[src/rtl/i2c_cond_pkg.sv]
package i2c_cond_pkg;
  typedef struct packed {
    logic start;
    logic rstart;
    logic stop;
  } cond_ev_t;

  localparam int unsigned NUM_LINES = 2;
  localparam int unsigned LINE_SCL  = 0;
  localparam int unsigned LINE_SDA  = 1;
endpackage

[src/rtl/i2c_line_filter.sv]
module i2c_line_filter #(
  parameter int unsigned SYNC_STAGES = 2,
  parameter int unsigned WIN         = 3
) (
  input  logic clk_i,
  input  logic rst_ni,
  input  logic line_i,
  output logic line_o
);
  localparam int unsigned HALF = WIN / 2;

  logic [SYNC_STAGES-1:0] sync_q;
  logic [WIN-1:0]         win_q;
  logic                   filt_q;

  // reset low: nothing counts as "seen high" until real samples arrive
  always_ff @(posedge clk_i or negedge rst_ni) begin
    if (!rst_ni) begin
      sync_q <= '0;
      win_q  <= '0;
      filt_q <= 1'b0;
    end else begin
      sync_q <= {sync_q[SYNC_STAGES-2:0], line_i};
      win_q  <= {win_q[WIN-2:0], sync_q[SYNC_STAGES-1]};
      filt_q <= ($countones(win_q) > HALF);
    end
  end

  assign line_o = filt_q;
endmodule

[src/rtl/i2c_cond_fsm.sv]
module i2c_cond_fsm
  import i2c_cond_pkg::*;
(
  input  logic     clk_i,
  input  logic     rst_ni,
  input  logic     scl_f_i,
  input  logic     sda_f_i,
  output cond_ev_t ev_o,
  output logic     active_o
);
  logic     scl_q, sda_q, armed_q, active_q, low_seen_q;
  cond_ev_t ev_d, ev_q;
  logic     hi_hold, start_edge, stop_edge;

  always_comb begin
    hi_hold    = scl_f_i & scl_q;
    start_edge = armed_q & hi_hold & sda_q & ~sda_f_i;
    stop_edge  = armed_q & hi_hold & ~sda_q & sda_f_i;
    ev_d.start  = start_edge & ~active_q;
    ev_d.rstart = start_edge & active_q & low_seen_q;
    ev_d.stop   = stop_edge & active_q & low_seen_q;
  end

  always_ff @(posedge clk_i or negedge rst_ni) begin
    if (!rst_ni) begin
      scl_q      <= 1'b0;
      sda_q      <= 1'b0;
      armed_q    <= 1'b0;
      active_q   <= 1'b0;
      low_seen_q <= 1'b0;
      ev_q       <= '0;
    end else begin
      scl_q   <= scl_f_i;
      sda_q   <= sda_f_i;
      armed_q <= armed_q | (scl_f_i & sda_f_i);
      ev_q    <= ev_d;
      if (ev_d.start)     active_q <= 1'b1;
      else if (ev_d.stop) active_q <= 1'b0;
      if (ev_d.start | ev_d.rstart | ev_d.stop) low_seen_q <= 1'b0;
      else if (active_q & ~scl_f_i)             low_seen_q <= 1'b1;
    end
  end

  assign ev_o     = ev_q;
  assign active_o = active_q;
endmodule

[src/rtl/i2c_cond_irq.sv]
module i2c_cond_irq
  import i2c_cond_pkg::*;
(
  input  logic     clk_i,
  input  logic     rst_ni,
  input  cond_ev_t ev_i,
  input  logic     mode_irq_i,
  input  logic     start_ie_i,
  input  logic     stop_ie_i,
  output logic     irq_o
);
  logic irq_q, start_req, stop_req;

  // slave mode with native start/stop interrupts overrides the enables
  assign start_req = (ev_i.start | ev_i.rstart) & (mode_irq_i | start_ie_i);
  assign stop_req  = ev_i.stop & (mode_irq_i | stop_ie_i);

  always_ff @(posedge clk_i or negedge rst_ni) begin
    if (!rst_ni) irq_q <= 1'b0;
    else         irq_q <= start_req | stop_req;
  end

  assign irq_o = irq_q;
endmodule

[src/rtl/i2c_cond_det.sv]
module i2c_cond_det
  import i2c_cond_pkg::*;
#(
  parameter int unsigned SYNC_STAGES = 2,
  parameter int unsigned FILT_WIN    = 3
) (
  input  logic clk_i,
  input  logic rst_ni,
  input  logic scl_i,
  input  logic sda_i,
  input  logic mode_irq_i,
  input  logic start_ie_i,
  input  logic stop_ie_i,
  output logic start_o,
  output logic rstart_o,
  output logic stop_o,
  output logic rx_clr_o,
  output logic bus_active_o,
  output logic irq_o
);
  logic [NUM_LINES-1:0] raw, filt;
  cond_ev_t             ev;

  assign raw[LINE_SCL] = scl_i;
  assign raw[LINE_SDA] = sda_i;

  for (genvar g = 0; g < NUM_LINES; g++) begin : g_line
    i2c_line_filter #(
      .SYNC_STAGES(SYNC_STAGES),
      .WIN        (FILT_WIN)
    ) u_filt (
      .clk_i (clk_i),
      .rst_ni(rst_ni),
      .line_i(raw[g]),
      .line_o(filt[g])
    );
  end

  i2c_cond_fsm u_fsm (
    .clk_i   (clk_i),
    .rst_ni  (rst_ni),
    .scl_f_i (filt[LINE_SCL]),
    .sda_f_i (filt[LINE_SDA]),
    .ev_o    (ev),
    .active_o(bus_active_o)
  );

  i2c_cond_irq u_irq (
    .clk_i     (clk_i),
    .rst_ni    (rst_ni),
    .ev_i      (ev),
    .mode_irq_i(mode_irq_i),
    .start_ie_i(start_ie_i),
    .stop_ie_i (stop_ie_i),
    .irq_o     (irq_o)
  );

  assign start_o  = ev.start;
  assign rstart_o = ev.rstart;
  assign stop_o   = ev.stop;
  assign rx_clr_o = ev.start | ev.rstart;
endmodule

[config.mk]
export PLATFORM = sky130hd
export DESIGN_NAME = i2c_cond_det
export DESIGN_NICKNAME = d
export VERILOG_FILES = /design/src/rtl/i2c_cond_pkg.sv /design/src/rtl/i2c_line_filter.sv /design/src/rtl/i2c_cond_fsm.sv /design/src/rtl/i2c_cond_irq.sv /design/src/rtl/i2c_cond_det.sv
export SDC_FILE = /design/constraint.sdc
export NUM_CORES = 1
export LEC_CHECK = 0
export CORE_ASPECT_RATIO = 1.4
export CORE_MARGIN = 1
export CORE_UTILIZATION = 30
export CTS_BUF_LIST = sky130_fd_sc_hd__clkbuf_8
export DETAILED_ROUTE_END_ITERATION = 8
export HOLD_SLACK_MARGIN = 0.05
export PLACE_DENSITY_LB_ADDON = 0.05
export SYNTH_ARGS = -nofsm -noshare
export SYNTH_HDL_FRONTEND = slang
export SYNTH_SLANG_ARGS = --single-unit
[constraint.sdc]
create_clock -name clk_i -period 3 [get_ports clk_i]
set_clock_uncertainty 0.15 [all_clocks]
set_input_delay 0.6 -clock clk_i [delete_from_list [all_inputs] [get_ports clk_i]]
set_output_delay 0.6 -clock clk_i [all_outputs]
set_load 0.005 [all_outputs]
### After elaboration in Yosys (flattened, before gate mapping)

Index checks and enable logic that the tools add are counted.

* add/sub/neg operators: 4
* order comparisons: 2
* multiplexer cells: 4
* bitwise gates (word level): 26
* reduce and logical (&&, ||, !) cells: 2

Operators by type and width (number)
* adder 32 x 1 -> 32 bit: 2
* > comparator 32 x 1 -> 1 bit, second input constant: 2
* bitwise AND 1 bit: 15
* OR 1 bit: 7
* adder 1 x 1 -> 2 bit: 2
* two-way mux 1 bit: 4
* inverter 1 bit: 4
* nonzero test 2 bit: 2

* bits in registers: 21
* input port bits: 7
* output and inout port bits: 6
* word-level logic and storage cells: 53

### Logic depth before layout (Yosys ltp)

Gate-level depths: netlist of run 1.

* depth in word-level cells: 9
* gate-level depth with buffers: 3
* depth with buffers taken out: 3

### Modules after synthesis

A second synthesis of run 1 with hierarchy kept.

* cell total of the unflattened synthesis: 45
* area total of the unflattened synthesis: 698.2 um^2

Modules (own cells, without submodules)
* i2c_line_filter: instances 2, cells an instance 8, area each 170.2 um^2, seq. area each 150.1 um^2
* i2c_cond_fsm: instances 1, cells an instance 23, area each 305.3 um^2, seq. area each 200.2 um^2
* i2c_cond_irq: instances 1, cells an instance 5, area each 46.3 um^2, seq. area each 25.0 um^2
* i2c_cond_det: instances 1, cells an instance 1, area each 6.3 um^2, seq. area each 0.0 um^2

### Least setup slack after synthesis of run 1

Ideal clock, no wire load.

* path type: register to output
* from: reg u_fsm.ev_q (netlist bit u_fsm.ev_o[1])
* to: out rx_clr_o
* arrival: 623 ps
* data required time: 2250 ps
* slack: 1627 ps
* stages on the path, launching flop included: 2
* buffers on the path: 0
* cells stage by stage: dfrtp_1 -> or2_4

* longest elaborated chain between the ends: 1

RTL lines
* from (decl): line i2c_cond_fsm.sv:12 `cond_ev_t ev_d, ev_q;`
* from (signal assigned): line i2c_cond_fsm.sv:36 `ev_q <= ev_d;`
* OR 1 bit: line i2c_cond_det.sv:61 `assign rx_clr_o = ev.start | ev.rstart;`
* to (decl): line i2c_cond_det.sv:17 `output logic rx_clr_o,`

Every way passes these cells.

### Final worst setup path of run 1

Same ends and word-level chain as after synthesis.

==> results.yml, run 1 <==
run_status:
  status: "completed"
global_route:
  grt_pass1_wl_mm: 1.88
  antenna_found_initial: 0
  grt_pass1_vias: 451
  gr-usage-all-layers_pct: 10.4
  grt_max_degree: 22
  grt_overflow: 0
power_and_ir_drop:
  p_per_area_nw_per_um2: 605
  p_int_mw: 0.422
  swShare_pct: 21.2
  leakage_nw: 0.401
  ir_drop_mv: 0.328
  p_switching_mw: 0.114
  p_seq_share_pct: 58.8
  pwr-share-comb_pct: 9.3
  clkPwrFrac_pct: 32.0
route:
  antenna_left: 0
  num_vias: 405
  routed_via_density: 4.82
  first_pass_iters: 3
  drt-initial-drc-count: 4
  route.detailed.drc: 0
  wl_um: 978
  wl_per_cell_um: 11.6
yosys:
  ys_seq_area_share_pct: 76.6
  synthTopCellsByArea: "dfrtp_1 77%, ha_1 3.6%, a21o_1 3.3%"
  yosysTopAreaCellShare_pct: 76.6
  netlist_instances: 45
  yosys.area.top_type: "dfrtp_1"
  yosys_warnings: 0
  syn_area_sq_um: 686
  ys_types: 16
  synth.avg_cell_area_sq_um: 15.2
  synth_seq_cells: 21
  syn_nets: 54
timing:
  tightest_slew_ns: 0.259
  hold_violations: 0
  fin_crit_sh_pct: 68.7
  slew_headroom_pct: 82.7
  fmax_mhz: 485
  rsz0062_at_grt: "false"
  min_period_ns: 2.06
  setup_viol: 0
  layout_setup_ws_ns: 0.939
  holdWs_ns: 0.201
  maxSlewViolCount: 0
  setup_tns_ns: 0
worst_setup_path:
  path_cells: "or2_4 -> clkdlybuf4s50_1"
  slowest_stage: "clkdlybuf4s50_1"
  end_kind: "output port"
  critPathTopFamily: "buffers and inverters"
  worstPathRequired_ns: 2.25
  path_class: "register to output port"
  max_stage_delay_ns: 0.44
  cp_max_fo: 3
  startpoint_type: "register"
  cp.buffers_inverters: 1
  cp_data_arrival_time_ns: 1.31
cts:
  postCtsSetupBuffers: 0
  cts.hold.buffers_added: 0
  cts_sinks: 21
  h-tree-depth: 1
  clkLatencyLatePin_ns: 0.25
  clk_path_buf_depth: 2
  cts_resized: 0
  cts_root_buffer: "clkbuf_8"
  cts_buffers: 3
  path_clk_slew_ns: 0.07
  cts_tree: "built"
placement:
  io_buffers: 12
  dp_hpwl_um: 719
  routabilityCongestion: 0.696
  pre_cts_slack_ns: 1.21
die:
  core_area_sq_um: 2180
  start_util_pct: 31.5
  fp.dieW_um: 42.4
  io_pins: 13
  die_h_um: 58.6
  rows: 20
  dieArea_sq_um: 2480
final_layout:
  fillCellCount: 212
  final_cell_mix: "21 x dfrtp_1, 12 x clkdlybuf4s50_1"
  fin_util_pct: 40.7
  area_delta_synth_final_pct: 29.2
  layout_commonest_cell: "dfrtp_1"
  final_nets: 72
  antenna_cells: 0
  layout-drive-gt1-share_pct: 8.06
flow_run:
  drv_cap: 0
worst_hold_path:
  min_path_type: "register to register"
[registers in the layout, summed over array words and instances, names as in the netlist]
register and cells:
u_irq.irq_o 1, u_fsm.scl_q 1, u_fsm.sda_q 1, u_fsm.low_seen_q 1, u_fsm.armed_q 1, u_fsm.ev_o 3, u_fsm.active_o 1, g_line.u_filt.line_o 2
g_line.u_filt.win_q 6, g_line.u_filt.sync_q 4
[worst reg2reg max path, stage by stage (launching register included)]
cell,delay [ns]
dfrtp_1,0.37
or2_4,0.25
o21a_1,0.16
a221o_1,0.26
[synthesized netlist by cell type]
library cell   n
o22a_1         1
nor2b_1        3
a21oi_1        1
o21a_1         1
a221o_1        1
nor2_1         2
or2_4          1
a21o_1         3
ha_1           2
nand2_1        3
o21ai_0        1
dfrtp_1       21
nand2b_1       1
nand4_1        1
nor3b_1        1
nand3_1        2
[layout make-up]
type                    instances  area, sq um  share of cell area [%]
clock buffers                   3         41.3                    4.66
clock inverters                 1         3.75                   0.424
multi-input cells              24          160                    18.1
flip-flops and latches         21          526                    59.3
well taps                      22         27.5                    3.11
repair buffers                 13          128                    14.4
[cell families (layout without fill, tap and decap cells)]
kind of cell / after synthesis / after routing / synth area share, %
flip-flops: 21 / 21 / 76.6
AND/OR/NAND/NOR: 14 / 14 / 11.1
AO/OA/AOI/OAI: 8 / 8 / 8.58
adder cells (fa/ha/maj): 2 / 2 / 3.65
buffers and inverters: 0 / 17 / 0
[path summary, 6_finish.rpt]
| check | depth (start not counted) | to | slack [ns] | from |
|---|---|---|---|---|
| setup / recovery | 2 | rx_clr_o | 0.94 | u_fsm.ev_o[1] |
| hold / removal | 0 | g_line[1].u_filt.win_q[0] | 0.20 | g_line[1].u_filt.sync_q[1] |
| setup reg to reg | 3 | u_irq.irq_o | 1.69 | u_fsm.ev_o[1] |
| hold reg to reg | 0 | g_line[1].u_filt.win_q[0] | 0.20 | g_line[1].u_filt.sync_q[1] |
| max in group asynchronous | 2 | g_line[1].u_filt.win_q[1] | 1.95 | rst_ni |
| min in group asynchronous | 2 | u_fsm.low_seen_q | 0.54 | rst_ni |
[routing by layer]
| metal | track usage (%) | part of all wire, % | up-vias |
|---|---|---|---|
| li1 | - | - | 190 |
| met1 | 11.4 | 40 | 203 |
| met2 | 17.8 | 55 | 10 |
| met3 | 2.76 | 4.0 | 2 |
| met4 | 6.70 | 1.0 | 0 |
| met5 | 0 | 0 | - |
[power groups by stage]
stage / clock [mW] / sequential [mW] / combinational, mW
final: 0.171 / 0.315 / 0.0497
after global routing: 0.193 / 0.319 / 0.0575
after CTS: 0.182 / 0.315 / 0.0515
after detailed placement: 0 / 0.320 / 0.0512
after global placement: 0 / 0.321 / 0.0512
after floorplan: 0 / 0.318 / 0.0220
[stage by stage]
stage               area (sq um)  power (mW)  instances
global placement             841       0.372         80
CTS                          886       0.549         84
floorplan                    686       0.340         45
finish                       886       0.536         84
global route                 886       0.569         84
detailed placement           841       0.372         80
Note: power is estimated with default switching activity, not from simulation.
==> run 2: changes to the inputs <==
- clock period: 3 -> 1.7 ns (I/O delays scaled with it)
==> run 2 against run 1 <==
Wire length up 0.61%; first-iteration DRC count down 25%; total power up 79%; worst setup slack worse by 0.87 ns; via count down 1.5%; hold slack better by 0.0012 ns; cell count up 1.2%; non-clock buffer count up 1; sequential share of layout area down 0.50 points.
==> results.yml, run 2 (synthesis results as in run 1) <==
run_status:
  status: "completed"
timing:
  rsz0062_at_grt: "false"
  tightest_slew_ns: 0.258
  fmax_mhz: 614
  min_period_ns: 1.63
  fin_crit_sh_pct: 95.8
  setup_viol: 0
  setup_tns_ns: 0
  layout_setup_ws_ns: 0.0718
  slew_headroom_pct: 82.8
  hold_violations: 0
  maxSlewViolCount: 0
power_and_ir_drop:
  ir_drop_mv: 0.550
  p_per_area_nw_per_um2: 1080
  power_mw: 0.962
  leakage_nw: 0.409
worst_setup_path:
  max_stage_delay_ns: 0.38
  end_kind: "output port"
  slowest_stage: "dfrtp_1"
  startpoint_type: "register"
  cp.buffers_inverters: 1
  regToRegStartpoint: "u_fsm.ev_o[1]"
  critPathLaunch: "u_fsm.ev_o[1]"
  critPathTopFamily: "flip-flops"
  path_class: "register to output port"
  path_cells: "or2_4 -> dlygate4sd2_1"
  cp_max_fo: 3
  worstPathRequired_ns: 1.21
  rr_worst_depth: 3
  cp_data_arrival_time_ns: 1.14
  path_depth: 2
global_route:
  grt_pass1_wl_mm: 1.76
  gr-usage-all-layers_pct: 9.89
  antenna_found_initial: 0
  grt_max_degree: 22
  grt_pass1_vias: 417
  grt_overflow: 0
worst_hold_path:
  min_delay_path_depth: 0
  worstHoldStart: "g_line[0].u_filt.sync_q[1]"
  min_path_type: "register to register"
route:
  wl_per_cell_um: 11.6
  wl_um: 984
  num_vias: 399
  drt-initial-drc-count: 3
  routed_via_density: 4.69
  first_pass_iters: 3
  antenna_left: 0
  route.detailed.drc: 0
placement:
  routabilityCongestion: 0.656
  pre_cts_slack_ns: 0.167
  io_buffers: 12
  postPlaceCellArea_sq_um: 841
  dp_hpwl_um: 703
final_layout:
  final_cell_mix: "21 x dfrtp_1, 11 x clkdlybuf4s50_1"
  final_nets: 73
  layout-drive-gt1-share_pct: 11.1
  regMostFlops: "g_line.u_filt.win_q"
  antenna_cells: 0
  final_area_sq_um: 893
  area_delta_synth_final_pct: 30.3
  largest_reg_flops: 6
  layout_commonest_cell: "dfrtp_1"
cts:
  cts_sinks: 21
  cts_tree: "built"
  clkLatencyLatePin_ns: 0.25
  h-tree-depth: 1
  path_clk_slew_ns: 0.07
  cts_root_buffer: "clkbuf_8"
  clk_path_buf_depth: 2
  cts_buffers: 3
flow_run:
  drv_cap: 0
die:
  die_h_um: 58.6
  io_pins: 13
  dieArea_sq_um: 2480
  start_util_pct: 31.5
  fp.dieW_um: 42.4
  core_area_sq_um: 2180
  rows: 20
[run 2: changes by cell type in the layout (fill, tap and decap cells not counted)]
| cell | delta |
|---|---|
| dlygate4sd2_1 | +1 |
| clkdlybuf4s50_1 | -1 |
| inv_1 | -1 |
| clkinv_2 | +1 |
| buf_4 | +1 |
[run 2: path summary, 6_finish.rpt]
path | end | slack, ns
setup / recovery | rx_clr_o | 0.07
hold / removal | g_line[0].u_filt.win_q[0] | 0.20
setup reg to reg | u_irq.irq_o | 0.39
hold reg to reg | g_line[0].u_filt.win_q[0] | 0.20
max in group asynchronous | g_line[0].u_filt.sync_q[0] | 0.92
min in group asynchronous | u_fsm.active_o | 0.27
[run 2: power by group]
| group | switching [mW] | total, mW | internal, mW |
|---|---|---|---|
| clock network | 0.152 | 0.315 | 0.163 |
| registers | 0.0207 | 0.553 | 0.532 |
| logic | 0.0390 | 0.0947 | 0.0558 |
[run 2: final cells by class]
| type | count | area (sq um) |
|---|---|---|
| well taps | 22 | 27.5 |
| flip-flops and latches | 21 | 526 |
| clock buffers | 3 | 41.3 |
| clock inverters | 1 | 5.00 |
| repair buffers | 14 | 134 |
| fillers | 212 | 1280 |
| multi-input cells | 24 | 160 |
[run 2: repair_timing]
item | CTS | global route
hold buffers | 0 | 0
setup buffers | 1 | 0
endpoints found under the setup margin | 2 | 0
endpoints found under the hold margin | 0 | 0
resized for setup | 1 | 0
[run 2: routing by layer]
metal	vias up	track usage [%]	wire (um)
met5	-	0	0
met4	0	8.04	10
met3	2	2.76	38
met2	10	16.7	498
met1	197	10.1	437
li1	190	-	-
[run 2: worst register-to-register path, stage by stage (launching register included)]
cell	delay, ns
dfrtp_1	0.38
or2_4	0.25
o21a_1	0.16
a221o_1	0.26
[run 2: through the flow]
stage / util (%) / std cells / hold slack [ns]
2_1_floorplan: - / 45 / -0.106
3_3_place_gp: 38.6 / 80 / 0.186
6_report: 41.0 / 85 / 0.202
5_1_grt: 41.0 / 85 / 0.212
3_5_place_dp: 38.6 / 80 / 0.185
4_1_cts: 41.0 / 85 / 0.202
